`config.mk`:
```
export PLATFORM = sky130hd
export DESIGN_NAME = stack_cmd_rx
export DESIGN_NICKNAME = d
export VERILOG_FILES = /design/src/rtl/stack_cmd_pkg.sv /design/src/rtl/stack_cmd_sync.sv /design/src/rtl/stack_cmd_frame.sv /design/src/rtl/stack_cmd_regs.sv /design/src/rtl/stack_cmd_rx.sv
export SDC_FILE = /design/constraint.sdc
export NUM_CORES = 1
export LEC_CHECK = 0
export BUFFER_PORTS_ARGS = -buffer_cell sky130_fd_sc_hd__buf_2
export CAP_MARGIN = 20
export CORE_MARGIN = 3
export CORE_UTILIZATION = 31
export CTS_BUF_LIST = sky130_fd_sc_hd__clkbuf_4 sky130_fd_sc_hd__clkbuf_8
export DETAILED_ROUTE_END_ITERATION = 7
export HOLD_SLACK_MARGIN = 0.05
export SLEW_MARGIN = 30
export SYNTH_ARGS = -nofsm -noshare
export SYNTH_HDL_FRONTEND = slang
export SYNTH_SLANG_ARGS = --single-unit
```
`constraint.sdc`:
```
create_clock -name clk -period 8.2 [get_ports clk]
set_input_delay 0.82 -clock clk [delete_from_list [all_inputs] [get_ports clk]]
set_output_delay 0.82 -clock clk [all_outputs]
set_load 0.01 [all_outputs]
```
`src/rtl/stack_cmd_pkg.sv`:
```
package stack_cmd_pkg;

  typedef enum logic [1:0] {
    ST_IDLE = 2'd0,
    ST_CMD  = 2'd1,
    ST_DATA = 2'd2,
    ST_SKIP = 2'd3
  } frame_state_e;

  typedef enum logic [1:0] {
    OP_WRITE  = 2'b00,
    OP_RDBACK = 2'b01,
    OP_STATUS = 2'b10,
    OP_EXEC   = 2'b11
  } cmd_op_e;

endpackage

```
`src/rtl/stack_cmd_sync.sv`:
```
module stack_cmd_sync #(
  parameter int STAGES = 2
) (
  input  logic clk,
  input  logic rst_n,
  input  logic cs_n,
  input  logic sclk,
  input  logic sdi,
  output logic sdi_s,
  output logic sclk_rise,
  output logic cs_fall,
  output logic cs_rise
);
  localparam int W = 3;
  // bit 2: cs_n (idles high), bit 1: sclk, bit 0: sdi
  localparam logic [W-1:0] IDLE_VAL = 3'b100;

  logic [W-1:0] stage_q [STAGES];
  logic [W-1:0] prev_q;
  logic [W-1:0] sync_v;

  genvar g;
  generate
    for (g = 0; g < STAGES; g++) begin : g_stage
      if (g == 0) begin : g_first
        always_ff @(posedge clk or negedge rst_n) begin
          if (!rst_n) stage_q[g] <= IDLE_VAL;
          else        stage_q[g] <= {cs_n, sclk, sdi};
        end
      end else begin : g_next
        always_ff @(posedge clk or negedge rst_n) begin
          if (!rst_n) stage_q[g] <= IDLE_VAL;
          else        stage_q[g] <= stage_q[g-1];
        end
      end
    end
  endgenerate

  assign sync_v = stage_q[STAGES-1];

  always_ff @(posedge clk or negedge rst_n) begin
    if (!rst_n) prev_q <= IDLE_VAL;
    else        prev_q <= sync_v;
  end

  always_comb begin
    sdi_s     = sync_v[0];
    sclk_rise = sync_v[1] & ~prev_q[1];
    cs_fall   = ~sync_v[2] & prev_q[2];
    cs_rise   = sync_v[2] & ~prev_q[2];
  end

endmodule

```
`src/rtl/stack_cmd_frame.sv`:
```
module stack_cmd_frame
  import stack_cmd_pkg::*;
#(
  parameter int          ADDR_W   = 5,
  parameter int          DATA_W   = 16,
  parameter int          CRC_W    = 4,
  parameter logic [3:0]  CRC_POLY = 4'h3
) (
  input  logic              clk,
  input  logic              rst_n,
  input  logic [ADDR_W-1:0] dev_addr,
  input  logic              sdi_s,
  input  logic              sclk_rise,
  input  logic              cs_fall,
  input  logic              cs_rise,
  output logic              clr_hold,
  output logic              load_hold,
  output logic [DATA_W-1:0] load_word,
  output logic              exec_req,
  output logic              abort_req,
  output logic              rdback_req,
  output logic              stat_req
);
  localparam int CMD_W  = ADDR_W + 3;
  localparam int CTRL_W = DATA_W - CRC_W;
  localparam int CNT_W  = $clog2(DATA_W + 2);
  localparam logic [CNT_W-1:0] CNT_SAT = CNT_W'(DATA_W + 1);
  localparam logic [CNT_W-1:0] CNT_CMD = CNT_W'(CMD_W);
  localparam logic [CNT_W-1:0] CNT_DAT = CNT_W'(DATA_W);

  function automatic logic [CRC_W-1:0] calc_crc(input logic [CTRL_W-1:0] d);
    logic [CRC_W-1:0] c;
    logic fb;
    c = '0;
    for (int i = CTRL_W - 1; i >= 0; i--) begin
      fb = c[CRC_W-1] ^ d[i];
      c  = {c[CRC_W-2:0], 1'b0};
      if (fb) c = c ^ CRC_POLY[CRC_W-1:0];
    end
    return c;
  endfunction

  frame_state_e      state_q, state_n;
  logic [CNT_W-1:0]  cnt_q, cnt_n, cnt_take, cnt_eff;
  logic [DATA_W-1:0] shf_q, shf_n, shf_take, shf_eff;
  logic [CMD_W-1:0]  cmd_byte;
  logic              take;
  logic              clr_n, load_n, exec_n, abort_n, rdb_n, stat_n;
  logic [DATA_W-1:0] word_n;

  always_comb begin
    take     = sclk_rise && (state_q == ST_CMD || state_q == ST_DATA);
    shf_take = {shf_q[DATA_W-2:0], sdi_s};
    cnt_take = (cnt_q == CNT_SAT) ? cnt_q : cnt_q + 1'b1;
    shf_eff  = take ? shf_take : shf_q;
    cnt_eff  = take ? cnt_take : cnt_q;
    cmd_byte = shf_take[CMD_W-1:0];

    state_n = state_q;
    cnt_n   = cnt_q;
    shf_n   = shf_q;
    clr_n   = 1'b0;
    load_n  = 1'b0;
    exec_n  = 1'b0;
    abort_n = 1'b0;
    rdb_n   = 1'b0;
    stat_n  = 1'b0;
    word_n  = shf_eff;

    case (state_q)
      ST_IDLE: begin
        if (cs_fall) begin
          state_n = ST_CMD;
          cnt_n   = '0;
          shf_n   = '0;
        end
      end
      ST_CMD: begin
        if (take) begin
          shf_n = shf_take;
          cnt_n = cnt_take;
          if (cnt_take == CNT_CMD) begin
            if (^cmd_byte) begin
              abort_n = 1'b1;
              state_n = ST_SKIP;
            end else if (cmd_byte[CMD_W-1 -: ADDR_W] != dev_addr) begin
              state_n = ST_SKIP;
            end else begin
              case (cmd_op_e'(cmd_byte[2:1]))
                OP_WRITE: begin
                  clr_n   = 1'b1;
                  state_n = ST_DATA;
                  cnt_n   = '0;
                  shf_n   = '0;
                end
                OP_RDBACK: begin rdb_n  = 1'b1; state_n = ST_SKIP; end
                OP_STATUS: begin stat_n = 1'b1; state_n = ST_SKIP; end
                default:   begin exec_n = 1'b1; state_n = ST_SKIP; end
              endcase
            end
          end
        end
        if (cs_rise) state_n = ST_IDLE;
      end
      ST_DATA: begin
        if (take) begin
          shf_n = shf_take;
          cnt_n = cnt_take;
        end
        if (cs_rise) begin
          state_n = ST_IDLE;
          if (cnt_eff == CNT_DAT &&
              calc_crc(shf_eff[DATA_W-1:CRC_W]) == shf_eff[CRC_W-1:0])
            load_n = 1'b1;
        end
      end
      default: begin
        if (cs_rise) state_n = ST_IDLE;
      end
    endcase
  end

  always_ff @(posedge clk or negedge rst_n) begin
    if (!rst_n) begin
      state_q    <= ST_IDLE;
      cnt_q      <= '0;
      shf_q      <= '0;
      clr_hold   <= 1'b0;
      load_hold  <= 1'b0;
      exec_req   <= 1'b0;
      abort_req  <= 1'b0;
      rdback_req <= 1'b0;
      stat_req   <= 1'b0;
      load_word  <= '0;
    end else begin
      state_q    <= state_n;
      cnt_q      <= cnt_n;
      shf_q      <= shf_n;
      clr_hold   <= clr_n;
      load_hold  <= load_n;
      exec_req   <= exec_n;
      abort_req  <= abort_n;
      rdback_req <= rdb_n;
      stat_req   <= stat_n;
      if (load_n) load_word <= word_n;
    end
  end


  strobe_excl_chk: assert property (@(posedge clk) disable iff (!rst_n)
    $onehot0({clr_hold, load_hold, exec_req, abort_req, rdback_req, stat_req}));


  load_close_chk: assert property (@(posedge clk) disable iff (!rst_n)
    load_hold |-> $past(cs_rise) && $past(state_q == ST_DATA));


  skip_quiet_chk: assert property (@(posedge clk) disable iff (!rst_n)
    (state_q == ST_SKIP) |=> !clr_hold && !load_hold && !exec_req && !abort_req);

endmodule

```
`src/rtl/stack_cmd_regs.sv`:
```
module stack_cmd_regs #(
  parameter int                DATA_W  = 16,
  parameter int                CRC_W   = 4,
  parameter logic [DATA_W-1:0] HOLD_RV = 16'h000F
) (
  input  logic                     clk,
  input  logic                     rst_n,
  input  logic                     clr_hold,
  input  logic                     load_hold,
  input  logic [DATA_W-1:0]        load_word,
  input  logic                     exec_req,
  input  logic                     abort_req,
  output logic [DATA_W-1:0]        hold_q,
  output logic [DATA_W-CRC_W-1:0]  active_q
);
  localparam int CTRL_W = DATA_W - CRC_W;

  logic [DATA_W-1:0] hold_n;
  logic [CTRL_W-1:0] active_n;
  logic              hold_en, active_en;

  always_comb begin
    hold_en  = clr_hold | load_hold;
    hold_n   = load_hold ? load_word : '0;
    active_en = abort_req | exec_req;
    active_n  = abort_req ? '0 : hold_q[DATA_W-1:CRC_W];
  end

  always_ff @(posedge clk or negedge rst_n) begin
    if (!rst_n)       hold_q <= HOLD_RV;
    else if (hold_en) hold_q <= hold_n;
  end

  always_ff @(posedge clk or negedge rst_n) begin
    if (!rst_n)         active_q <= '0;
    else if (active_en) active_q <= active_n;
  end


  abort_clear_chk: assert property (@(posedge clk) disable iff (!rst_n)
    abort_req |=> active_q == '0);


  exec_copy_chk: assert property (@(posedge clk) disable iff (!rst_n)
    exec_req && !abort_req |=> active_q == $past(hold_q[DATA_W-1:CRC_W]));


  clear_hold_chk: assert property (@(posedge clk) disable iff (!rst_n)
    clr_hold |=> hold_q == '0 && $stable(active_q));


  load_take_chk: assert property (@(posedge clk) disable iff (!rst_n)
    load_hold |=> hold_q == $past(load_word));

endmodule

```
`src/rtl/stack_cmd_rx.sv`:
```
module stack_cmd_rx #(
  parameter int ADDR_W      = 5,
  parameter int DATA_W      = 16,
  parameter int CRC_W       = 4,
  parameter int SYNC_STAGES = 2
) (
  input  logic                    clk,
  input  logic                    rst_n,
  input  logic [ADDR_W-1:0]       dev_addr,
  input  logic                    cs_n,
  input  logic                    sclk,
  input  logic                    sdi,
  output logic [DATA_W-1:0]       hold_word,
  output logic [DATA_W-CRC_W-1:0] active_ctrl,
  output logic                    exec_pulse,
  output logic                    abort_pulse,
  output logic                    readback_req,
  output logic                    status_req
);
  logic              sdi_s, sclk_rise, cs_fall, cs_rise;
  logic              clr_hold, load_hold;
  logic [DATA_W-1:0] load_word;

  stack_cmd_sync #(.STAGES(SYNC_STAGES)) u_sync (
    .clk(clk), .rst_n(rst_n), .cs_n(cs_n), .sclk(sclk), .sdi(sdi),
    .sdi_s(sdi_s), .sclk_rise(sclk_rise), .cs_fall(cs_fall), .cs_rise(cs_rise)
  );

  stack_cmd_frame #(.ADDR_W(ADDR_W), .DATA_W(DATA_W), .CRC_W(CRC_W)) u_frame (
    .clk(clk), .rst_n(rst_n), .dev_addr(dev_addr),
    .sdi_s(sdi_s), .sclk_rise(sclk_rise), .cs_fall(cs_fall), .cs_rise(cs_rise),
    .clr_hold(clr_hold), .load_hold(load_hold), .load_word(load_word),
    .exec_req(exec_pulse), .abort_req(abort_pulse),
    .rdback_req(readback_req), .stat_req(status_req)
  );

  stack_cmd_regs #(.DATA_W(DATA_W), .CRC_W(CRC_W)) u_regs (
    .clk(clk), .rst_n(rst_n),
    .clr_hold(clr_hold), .load_hold(load_hold), .load_word(load_word),
    .exec_req(exec_pulse), .abort_req(abort_pulse),
    .hold_q(hold_word), .active_q(active_ctrl)
  );

endmodule

```
After elaboration in Yosys (flattened, before gate mapping). Index checks and enable logic that the tools add are counted. W data, S select, Z words.

Bits in registers: 82. Input port bits: 10. Output and inout port bits: 32.

Eq/ne operators: 13. Mux-type cells: 95. Add/sub/neg operators: 1. Reduce and logical (&&, ||, !) cells: 11. Bitwise logic cells: 30.

Operators by type and width (number): $mux W16 (8); $mux W4 (24); $pmux W16 S3 (1); $mux W5 (8); $mux W2 (19); $mux W1 (32); $not A2 Y2 (11); $pmux W5 S3 (1); $mux W12 (1); $xor A1 B1 Y1 (11); $eq A5 B5 Y1 const B (2); $reduce_xor A8 Y1 (1); $reduce_bool A3 Y1 (2); $add A5 B1 Y5 const B (1); $eq A5 B4 Y1 const B (1); $ne A5 B5 Y1 (1); $eq A2 B1 Y1 const B (2); $eq A2 B2 Y1 const B (2); $eq A4 B4 Y1 (1); $logic_not A2 Y1 (2); $pmux W2 S2 (1); $reduce_and A4 Y1 (1); $and A1 B1 Y1 (3); $ne A3 B2 Y1 const B (1); other kinds (9) (13).

Longest topological paths before layout.
Word-level depth: 56. Depth in mapped cells: 12.

Cells and area by module. A second synthesis with hierarchy kept.

Cell total of the unflattened synthesis: 449. Area, all modules: 4576.9 sq um.

By module, submodules not included: stack_cmd_frame (sequential area each 1126.1 sq um, times used 1, area each 3088.0 sq um, cells each 343); stack_cmd_regs (sequential area each 705.7 sq um, times used 1, area each 1263.7 sq um, cells each 95); stack_cmd_sync (sequential area each 203.9 sq um, times used 1, area each 225.2 sq um, cells each 11).

Worst setup path after synthesis. Ideal clock, no wire load.

Kind: reg-to-reg. Start: reg u_frame.state_q[1]. End: reg u_frame.load_word[10]. Cell stages (with the launch flop): 11. Library setup time: 154 ps. Arrival: 2583 ps. Path slack: 5464 ps. Period minus slack after synthesis: 2736 ps. Required time: 8046 ps. Cells stage by stage: dfrtp_1 > inv_1 > ha_1 > clkbuf_1 > nand3b_1 > or4_1 > nand3_1 > nand4b_1 > a211oi_4 > buf_4 > a41oi_2.

Word-level cells in the longest chain between the ends: 44. Elaborated cells between the ends (all ways): 70. Classes of those cells: eq/ne: 4; mux: 41; bitwise: 22; reduce/logical: 3.

Ends and longest elaborated chain: start, declared (RTL line stack_cmd_frame.sv:43) `frame_state_e state_q, state_n;`; start signal, assigned (RTL line stack_cmd_frame.sv:136) `state_q <= state_n;`; $eq A2 B1 Y1 / $eq A2 B2 Y1 (equally long branches) (RTL line stack_cmd_frame.sv:52, stack_cmd_frame.sv:70); $logic_or A1 B1 Y1 (RTL line stack_cmd_frame.sv:52) `take = sclk_rise && (state_q == ST_CMD || state_q == ST_DATA);`; $logic_and A1 B1 Y1 (RTL line stack_cmd_frame.sv:52); $mux W16 (RTL line stack_cmd_frame.sv:55) `shf_eff = take ? shf_take : shf_q;`; $mux W2 (RTL line stack_cmd_frame.sv:38) `if (fb) c = c ^ CRC_POLY[CRC_W-1:0];`; $mux W4 (RTL line stack_cmd_frame.sv:110) `if (cs_rise) begin`; $mux W4 (RTL line stack_cmd_frame.sv:70) `case (state_q)`; $mux W4 / $not A2 Y2 (equally long branches); (+28 left out); $mux W2 / $mux W4 (equally long branches) (RTL line stack_cmd_frame.sv:38, stack_cmd_frame.sv:70); $mux W4 (RTL line stack_cmd_frame.sv:110); $mux W4 (RTL line stack_cmd_frame.sv:70); $eq A4 B4 Y1 (RTL line stack_cmd_frame.sv:113) `calc_crc(shf_eff[DATA_W-1:CRC_W]) == shf_eff[CRC_W-1:0])`; $logic_and A1 B1 Y1 (RTL line stack_cmd_frame.sv:112) `if (cnt_eff == CNT_DAT &&`; $mux W1 (RTL line stack_cmd_frame.sv:112); $mux W1 (RTL line stack_cmd_frame.sv:110); $mux W1 (RTL line stack_cmd_frame.sv:70); end signal, assigned (RTL line stack_cmd_frame.sv:145) `if (load_n) load_word <= word_n;`; end, declared (RTL line stack_cmd_frame.sv:18) `output logic [DATA_W-1:0] load_word,`.

Several ways; a longest one is shown, not always the timed one. The select of a mux whose other input is x is not followed. A chain may end at the register's enable or synchronous reset.

Worst setup path in the final report.
Start: reg u_frame.state_q[1]. End: reg u_frame.load_word[1].

The elaborated chain is that of the path after synthesis.

==> impl_metrics.tcl <==
set metrics [dict create \
    status "finished, final reports clean" \
    power_mw 0.9771 \
    fin_util_pct 36.33 \
    grt_overflow 0 \
    nets 451 \
    whs_ns 0.3584 \
    tns_ns 0 \
    required_ns 8.45 \
    yosys.area.top_type_share_pct 42.06 \
    dp_hpwl_mm 6.463 \
    max_stage_delay_ns 0.60 \
    yosys_warnings 0 \
    die_w_microns 125.2 \
    r2r_start "u_frame.state_q[1]" \
    synth-edff-count 0 \
    synthToLayoutAreaGrowth_pct 11.88 \
    grt_pass1_wl_mm 15.70 \
    syn_area_sq_mm 0.004403 \
    drt-initial-drc-count 208 \
    clk_pin_slew_ns 0.09 \
    die_h_microns 125.2 \
    critPathKind "reg -> reg" \
    ff2ff_path_depth 9 \
    seq_area_frac_synth_pct 46.23 \
    period_share_pct 42.75 \
    path_buf_inv 2 \
    syn-instance-count 417 \
    clk_latency_ns 0.36 \
    grt_max_degree 82 \
    synth_top_cell_by_area "dfrtp_1" \
    hold_buffers 0 \
    dieArea_sq_mm 0.01567 \
    dpl_cell_area_sq_mm 0.004688 \
    numPortBuffers 41 \
    synth_ff_type "dfrtp_1" \
    ys_types 52 \
    cap_violations 0 \
    firstDrtPassIters 4 \
    final.min_clock_period_ns 3.505 \
    max_freq_ghz 0.2853 \
    post-synth-top-count-cell "dfrtp_1" \
    n_antenna_cell 0 \
    io_pins 42 \
    fillers 1398 \
    layout-drive-gt1-share_pct 20.68 \
    antenna_found_initial 0 \
    p_leak_nw 2.221 \
    post_cts_buffers 0 \
    min_to "u_sync.sync_v[0]" \
    crit_start "u_frame.state_q[1]" \
    critPathMaxFanout 33 \
    grt_usage_pct 12.22 \
    setup_viol 0 \
    holdPathStages 0 \
    via_per_inst 5.107 \
    cts_resized 0 \
    r2r_end "u_frame.load_word[1]" \
    cts_root_buf "clkbuf_8" \
    globalplace.congestion 0.8861 \
    cp_slowest_cell "and3b_2" \
    core_area_sq_mm 0.01356 \
    htree_levels 3 \
    clock_sinks 81 \
    hp-start "u_sync.stage_q[3]" \
    maxSlewViolCount 0 \
    routedWlPerCell_microns 15.37 \
    cts_tree "done" \
    route.detailed.drc 0 \
    critPathLaunchType "flip-flop" \
    cp.arrival_ns 3.76 \
    r2r_setup_slack_ns 4.69 \
    irDropWorstVdd_v 0.0001113 \
    synthTopCellsByCount "dfrtp_1 (74), nand2_1 (60), nor2_1 (30)" \
    start_util_pct 32.48 \
    syn_nets 433 \
    drtAntennaViolNets 0 \
    cp-end-kind "flip-flop" \
    final_cell_area_sq_mm 0.004926 \
    cts_buffers 9 \
    worst_pin_slew_ns 0.7352 \
    synthTopCellsByArea "dfrtp_1 (42%), nand2_1 (5.1%), a22o_1 (5.0%)" \
    cp_top_family "compound AO/OA/AOI/OAI gates" \
    ys_seq_elements 81 \
    avgSynthCellArea_sq_um 10.56 \
    path_cells "inv_1, ha_1, and3b_2, mux2_2, a2111o_1, a211oi_4, buf_4, a21boi_0, o21ba_2" \
    async_reset_ff_share_pct 100.0 \
    grt_setup_unrepaired "false" \
    powerDensity_mw_per_mm2 198.4 \
    grt_pass1_vias 3005 \
    skew_ns 0.01149 \
    via_count 3146 \
    cts_buffer_depth 2 \
    hold_class "reg -> reg" \
    finalHoldViolCount 0 \
    fp-row-count 42 \
    slew_headroom_pct 50.98 \
    drt_wl_total_mm 9.469 \
]
[per-stage QoR]
stage | cells | setup WS [ns]
finish | 616 | 4.695
global route | 616 | 4.517
CTS | 616 | 4.373
detailed placement | 600 | 4.390
global placement | 600 | 4.500
floorplan | 417 | 5.464
[layout by cell type (no fill, tap or decap), types with 8 or more instances in the layout]
master    Yosys  routed
a21oi_1      25      25
a22o_1       25      25
a41oi_2      13      13
buf_2         1      40
clkbuf_8      0       9
dfrtp_1      74      74
mux2i_1      15      15
nand2_1      60      60
nand2b_1     14      14
nor2_1       30      29
o21ai_0      22      22
xnor2_1      12      11
xnor3_1       8       8
xor2_1        8       8
[worst reg2reg max path, cell delays in order, from the launching register on]
cell and delay (ns):
dfrtp_1 0.41, inv_1 0.10, ha_1 0.48, and3b_2 0.60, mux2_2 0.42, a2111o_1 0.39, a211oi_4 0.23, buf_4 0.38
a21boi_0 0.16, o21ba_2 0.22
[sequential cells by signal, summed over array words and instances, names as in the netlist]
signal,count
u_frame.load_word,16
u_regs.active_q,12
u_sync.prev_q,2
u_frame.state_q,2
u_sync.sync_v,3
u_frame.rdback_req,1
u_frame.clr_hold,1
u_frame.abort_req,1
u_regs.hold_q,16
u_frame.load_hold,1
u_frame.stat_req,1
u_frame.cnt_q,5
u_frame.exec_req,1
u_frame.shf_q,16
u_sync.stage_q,3
[power by group]
group / total, mW / internal (mW) / leakage (nW) / switching (mW)
clock: 0.339 / 0.177 / 0.117 / 0.161
combinational: 0.209 / 0.0719 / 1.01 / 0.137
sequential: 0.430 / 0.411 / 1.09 / 0.0188
[per-layer routing]
metal / global-route usage, % / part of all wire, % / vias up
li1: - / - / 1510
met1: 17.09 / 49 / 1536
met2: 18.10 / 44 / 77
met3: 3.198 / 4.4 / 23
met4: 4.974 / 2.6 / 0
met5: 0 / 0 / -
[logic make-up (layout without fill, tap and decap cells)]
family          count (synthesis)  after routing  share of synthesized area, %
buf+inv                        44             67                         4.660
compound gates                104            104                         18.87
fa+ha+maj                       6              6                         1.705
simple gates                  133            133                         14.10
mux                            16             16                         3.666
xor+xnor                       33             33                         10.77
flops                          81             81                         46.23
[final cells by class]
cell class	count	area (sq um)	share of cell area, %
inverters	7	26.28	0.5334
clock buffers	9	123.9	2.515
repair buffers	44	234.0	4.750
well taps	176	220.2	4.470
multi-input cells	292	2180	44.25
flip-flops and latches	81	2036	41.33
clock inverters	7	106.4	2.159
[worst max path at each step]
stage | cells after the start | slack [ns] | end
floorplan | 10 | 5.46 | u_frame.load_word[10]
global placement | 9 | 4.50 | u_frame.load_word[1]
detailed placement | 9 | 4.39 | u_frame.load_word[1]
CTS | 9 | 4.37 | u_frame.load_word[1]
global route | 9 | 4.52 | u_frame.load_word[1]
finish | 9 | 4.69 | u_frame.load_word[1]
Power figures use the tool's default switching activity.
